===== src/rtl/gpio_edge_pkg.sv =====
package gpio_edge_pkg;

   // Register offsets of the access port
   typedef enum logic [4:0] {
      OFS_RISE  = 5'h00,
      OFS_FALL  = 5'h04,
      OFS_PEND  = 5'h08,
      OFS_WAKE  = 5'h0C,
      OFS_LEVEL = 5'h10
   } gpio_ofs_e;

endpackage


===== src/rtl/gpio_edge_sync.sv =====
module gpio_edge_sync #(
   parameter int WIDTH  = 28,
   parameter int STAGES = 2
) (
   input  logic             clk,
   input  logic             rst_n,
   input  logic [WIDTH-1:0] async_in,
   output logic [WIDTH-1:0] sync_out
);

   if (STAGES < 2) begin : g_bad_stages
      $error("gpio_edge_sync: STAGES must be at least 2");
   end

   logic [WIDTH-1:0] stage_q [STAGES];

   for (genvar s = 0; s < STAGES; s++) begin : g_stage
      always_ff @(posedge clk or negedge rst_n) begin
         if (!rst_n)
            stage_q[s] <= '0;
         else if (s == 0)
            stage_q[s] <= async_in;
         else
            stage_q[s] <= stage_q[(s == 0) ? 0 : s-1];
      end
   end

   assign sync_out = stage_q[STAGES-1];

endmodule


===== src/rtl/gpio_edge_detect.sv =====
module gpio_edge_detect #(
   parameter int WIDTH = 28
) (
   input  logic             clk,
   input  logic             rst_n,
   input  logic [WIDTH-1:0] level,
   input  logic [WIDTH-1:0] rise_en,
   input  logic [WIDTH-1:0] fall_en,
   output logic [WIDTH-1:0] hit
);

   logic [WIDTH-1:0] prev_q;

   always_ff @(posedge clk or negedge rst_n) begin
      if (!rst_n)
         prev_q <= '0;
      else
         prev_q <= level;
   end

   for (genvar i = 0; i < WIDTH; i++) begin : g_pin
      logic up, down;
      assign up     =  level[i] & ~prev_q[i];
      assign down   = ~level[i] &  prev_q[i];
      assign hit[i] = (up & rise_en[i]) | (down & fall_en[i]);
   end

endmodule


===== src/rtl/gpio_edge_irqmap.sv =====
module gpio_edge_irqmap #(
   parameter int WIDTH     = 28,
   parameter int DEDICATED = 11
) (
   input  logic [WIDTH-1:0]     pending,
   input  logic [WIDTH-1:0]     wake_mask,
   output logic [DEDICATED-1:0] irq_line,
   output logic                 irq_shared,
   output logic                 wake_req
);

   localparam int SHARED_N = WIDTH - DEDICATED;

   if (DEDICATED < 1 || DEDICATED >= WIDTH) begin : g_bad_split
      $error("gpio_edge_irqmap: DEDICATED must be in 1..WIDTH-1");
   end

   for (genvar i = 0; i < DEDICATED; i++) begin : g_line
      assign irq_line[i] = pending[i];
   end

   logic [SHARED_N-1:0] upper;
   assign upper      = pending[WIDTH-1:DEDICATED];
   assign irq_shared = |upper;
   assign wake_req   = |(pending & wake_mask);

endmodule


===== src/rtl/gpio_edge_irq.sv =====
module gpio_edge_irq
   import gpio_edge_pkg::*;
#(
   parameter int NUM_PINS    = 28,
   parameter int DEDICATED   = 11,
   parameter int SYNC_STAGES = 2,
   parameter int ADDR_W      = 5,
   parameter int DATA_W      = 32
) (
   input  logic                 clk,
   input  logic                 rst_n,
   input  logic [NUM_PINS-1:0]  pins_in,
   input  logic                 req_wr,
   input  logic [ADDR_W-1:0]    req_addr,
   input  logic [DATA_W-1:0]    req_wdata,
   output logic [DATA_W-1:0]    rd_data,
   output logic [DEDICATED-1:0] irq_line,
   output logic                 irq_shared,
   output logic                 wake_req
);

   localparam int PAD_W = DATA_W - NUM_PINS;

   if (NUM_PINS >= DATA_W) begin : g_bad_width
      $error("gpio_edge_irq: NUM_PINS must be below DATA_W");
   end
   if (ADDR_W != 5) begin : g_bad_addr
      $error("gpio_edge_irq: ADDR_W must be 5");
   end

   logic [NUM_PINS-1:0] level_s;
   logic [NUM_PINS-1:0] hit_vec;
   logic [NUM_PINS-1:0] rise_en_q, fall_en_q, wake_q, status_q;
   logic [NUM_PINS-1:0] wbits;

   assign wbits = req_wdata[NUM_PINS-1:0];

   gpio_edge_sync #(.WIDTH(NUM_PINS), .STAGES(SYNC_STAGES)) sync_i (
      .clk(clk), .rst_n(rst_n), .async_in(pins_in), .sync_out(level_s)
   );

   gpio_edge_detect #(.WIDTH(NUM_PINS)) det_i (
      .clk(clk), .rst_n(rst_n), .level(level_s),
      .rise_en(rise_en_q), .fall_en(fall_en_q), .hit(hit_vec)
   );

   always_ff @(posedge clk or negedge rst_n) begin
      if (!rst_n) begin
         rise_en_q <= '0;
         fall_en_q <= '0;
         wake_q    <= '0;
      end else if (req_wr) begin
         if (req_addr == OFS_RISE) rise_en_q <= wbits;
         if (req_addr == OFS_FALL) fall_en_q <= wbits;
         if (req_addr == OFS_WAKE) wake_q    <= wbits;
      end
   end

   // Write-one-to-clear; a fresh hit on the same edge takes precedence
   logic [NUM_PINS-1:0] clr_vec;
   assign clr_vec = (req_wr && req_addr == OFS_PEND) ? wbits : '0;

   always_ff @(posedge clk or negedge rst_n) begin
      if (!rst_n)
         status_q <= '0;
      else
         status_q <= (status_q & ~clr_vec) | hit_vec;
   end

   always_comb begin
      logic [NUM_PINS-1:0] sel;
      case (req_addr)
         OFS_RISE:  sel = rise_en_q;
         OFS_FALL:  sel = fall_en_q;
         OFS_PEND:  sel = status_q;
         OFS_WAKE:  sel = wake_q;
         OFS_LEVEL: sel = level_s;
         default:   sel = '0;
      endcase
      rd_data = {{PAD_W{1'b0}}, sel};
   end

   gpio_edge_irqmap #(.WIDTH(NUM_PINS), .DEDICATED(DEDICATED)) map_i (
      .pending(status_q), .wake_mask(wake_q),
      .irq_line(irq_line), .irq_shared(irq_shared), .wake_req(wake_req)
   );

endmodule


===== config.mk =====
export PLATFORM = sky130hd
export DESIGN_NAME = gpio_edge_irq
export DESIGN_NICKNAME = d
export VERILOG_FILES = /design/src/rtl/gpio_edge_pkg.sv /design/src/rtl/gpio_edge_sync.sv /design/src/rtl/gpio_edge_detect.sv /design/src/rtl/gpio_edge_irqmap.sv /design/src/rtl/gpio_edge_irq.sv
export SDC_FILE = /design/constraint.sdc
export NUM_CORES = 1
export LEC_CHECK = 0
export CORE_MARGIN = 2
export CORE_UTILIZATION = 40
export DETAILED_ROUTE_END_ITERATION = 12
export GPL_TIMING_DRIVEN = 0
export PLACE_DENSITY = 0.62
export SLEW_MARGIN = 20
export SYNTH_ARGS = -nofsm -noshare
export SYNTH_HDL_FRONTEND = slang
export SYNTH_SLANG_ARGS = --single-unit

===== constraint.sdc =====
create_clock -name clk -period 2.6 [get_ports clk]
set_input_delay 0.52 -clock clk [delete_from_list [all_inputs] [get_ports clk]]
set_output_delay 0.52 -clock clk [all_outputs]
set_load 0.02 [all_outputs]

==> flow_metrics.env <==
export IMPL_synth_top_area_cell="dfrtp_1"
export IMPL_setup_tns_ns=0
export IMPL_criticalPathCategory="in -> out"
export IMPL_fmax_ghz=0.389
export IMPL_antenna_found_initial=0
export IMPL_synth_cell_type_count=26
export IMPL_finalCritPeriodShare=0.989
export IMPL_clock_sinks=196
export IMPL_syn_inst=616
export IMPL_postRouteAntennaNets=0
export IMPL_max_cap_violations=0
export IMPL_gp_congestion=0.839
export IMPL_synth_common_cells="dfrtp_1 (196), mux2_2 (64), nand2_1 (58), mux2i_1 (56), nand4_1 (32)"
export IMPL_ir_drop_mv=0.430
export IMPL_hold_path_class="reg -> reg"
export IMPL_grt_total_usage=0.212
export IMPL_grt_pass1_vias=6126
export IMPL_cp_max_fo=10
export IMPL_path_clk_slew_ns=0.07
export IMPL_hold_viol=0
export IMPL_hold_start="sync_i.stage_q[47]"
export IMPL_yosysTopAreaCellShare=0.608
export IMPL_clock_path_buffers=2
export IMPL_synth_area_top_cells="dfrtp_1 (61%), mux2_2 (8.9%), mux2i_1 (6.9%), o221ai_1 (3.0%), mux2_1 (2.8%)"
export IMPL_synth_seq_area_share=0.608
export IMPL_drtPass1Iterations=6
export IMPL_status="finished clean"
export IMPL_slew_viol_final=0
export IMPL_fp_coreArea_mm2=0.0197
export IMPL_rsz0062_at_grt="no"
export IMPL_die_w_um=146
export IMPL_crit_path_end_kind="output port"
export IMPL_yosysWarnings=0
export IMPL_reg2reg_from="sync_i.sync_out[11]"
export IMPL_fin_nets=820
export IMPL_die_area_mm2=0.0213
export IMPL_min_to="sync_i.sync_out[19]"
export IMPL_pin_count=113
export IMPL_drt_wirelength_per_cell_um=21.4
export IMPL_initial_utilization=0.411
export IMPL_viasPerCell=5.55
export IMPL_num_vias=5717
export IMPL_cp_data_arrival_time_ns=2.05
export IMPL_tightest_slew_ns=0.776
export IMPL_grt_max_degree=102
export IMPL_cts_tree="done"
export IMPL_wirelength_um=22000
export IMPL_syn2layout_area_growth_pct=28.3
export IMPL_slew_headroom=0.483
export IMPL_ys_ff_latch=196
export IMPL_whs_path_depth=0
export IMPL_synthFlopType="dfrtp_1"
export IMPL_r2r_end="status_q[11]"
export IMPL_setup_violations_final=0
export IMPL_place_hpwl_um=14300
export IMPL_setup_slack_ns=0.0282
export IMPL_synthArstFlopShare=1.00
export IMPL_avgSynthCellArea_um2=13.1
export IMPL_overflow=0
export IMPL_cts_root_buffer="clkbuf_16"
export IMPL_port_buffers=103
export IMPL_diodes=0
export IMPL_cp_required_ns=2.08
export IMPL_fin_worst_skew_ns=0.00720
export IMPL_worstRegToRegCells=3
export IMPL_htree_num_levels=4
export IMPL_report_power_total_mw=7.59
export IMPL_drc=0
export IMPL_clock_latency_ns=0.44
export IMPL_place_ws_ns=-1.29
export IMPL_cp_start_kind="input pin"
export IMPL_drive_gt1_frac=0.272
export IMPL_synth_most_common_cell="dfrtp_1"
export IMPL_min_period_ns=2.57
export IMPL_p_per_area_mw_per_mm2=733
export IMPL_synth_edf_count=0
export IMPL_floorplan_die_height_um=146
export IMPL_drtIter0Drc=452
export IMPL_rows=51
export IMPL_synth_area_mm2=0.00807
export IMPL_r2r_slack_ns=1.73
export IMPL_cts_made_buffers=17
export IMPL_grt_pass1_wl_um=34700
export IMPL_p_leak_nw=4.44
==> what timing repair did <==
item | 4_1_cts | 5_1_grt
cloned | 1 | 1
pin swaps | 3 | 4
endpoints found under the hold margin | 2 | 0
setup endpoints to repair | 30 | 27
setup buffers | 2 | 6
resized for setup | 234 | 17
hold buffers | 1 | 0
==> placed cells by master, fill, tap and decap left out, types with 17 or more instances in the layout <==
cell,Yosys,layout
o221ai_2,0,18
o22ai_1,27,27
mux2_2,64,64
clkbuf_16,0,17
mux2i_1,56,56
clkdlybuf4s50_1,0,68
nand3_1,28,28
nand4_1,32,32
dfrtp_1,196,194
buf_4,15,46
a21o_1,28,28
mux2_1,20,20
nand2_1,58,58
==> state kept, by name, summed over array words and instances, names as in the netlist <==
| register | flops |
|---|---|
| det_i.prev_q | 28 |
| fall_en_q | 28 |
| rise_en_q | 28 |
| status_q | 28 |
| sync_i.stage_q | 28 |
| sync_i.sync_out | 28 |
| wake_q | 28 |
==> power by group <==
| group | internal (mW) | switching, mW | total [mW] |
|---|---|---|---|
| clock network | 1.44 | 1.22 | 2.67 |
| logic | 0.604 | 0.537 | 1.14 |
| registers | 3.43 | 0.350 | 3.78 |
| total | 5.48 | 2.11 | 7.59 |
==> worst max-delay path, stage by stage <==
cell           delay [ns]
dlygate4sd2_1        0.32
or4b_4               0.58
buf_8                0.19
o221ai_1             0.23
buf_2                0.21
==> per-layer routing <==
layer  vias up  global-route usage  share of wire
met1      2924               0.291           0.44
met4         0              0.0578          0.018
met5         -                   0              0
li1       2560                   -              -
met3        34              0.0647          0.072
met2       199               0.331           0.47
==> final cells by class <==
cell class,instances,area (um^2)
fillers,1738,9300
well taps,265,332
repair buffers,115,1060
clock buffers,17,425
flip-flops and latches,196,4910
clock inverters,15,173
plain buffers,48,348
multi-input cells,374,3110
==> logic make-up (layout without fill, tap and decap cells) <==
kind of cell | after synthesis | in the layout | share of synthesized area
simple gates | 131 | 132 | 0.0811
other cells | 1 | 4 | 0.000465
mux | 140 | 140 | 0.187
flops | 196 | 196 | 0.608
compound gates | 98 | 98 | 0.0910
buf+inv | 50 | 195 | 0.0332
==> worst max path at each step <==
stage	to	slack, ns	cells after the start	from
6_report	rd_data[19]	0.03	5	req_addr[1]
5_1_grt	rd_data[10]	0.004	5	req_addr[2]
4_1_cts	rd_data[21]	-0.0003	5	req_addr[1]
3_5_place_dp	rd_data[26]	-1.29	6	req_addr[4]
3_3_place_gp	sync_i.stage_q[49]	-6.85	1	rst_n
2_1_floorplan	rd_data[10]	0.13	5	req_addr[3]
==> through the flow <==
stage	cell area [um^2]	utilization	hold slack (ns)	instances
final	10400	0.527	0.345	1030
after global routing	10400	0.527	0.357	1030
after CTS	10300	0.522	0.351	1023
after detailed placement	9510	0.484	0.301	989
after global placement	9450	0.481	0.332	987
after floorplan	8080	-	0.224	619
Note: power is estimated with default switching activity, not from simulation.
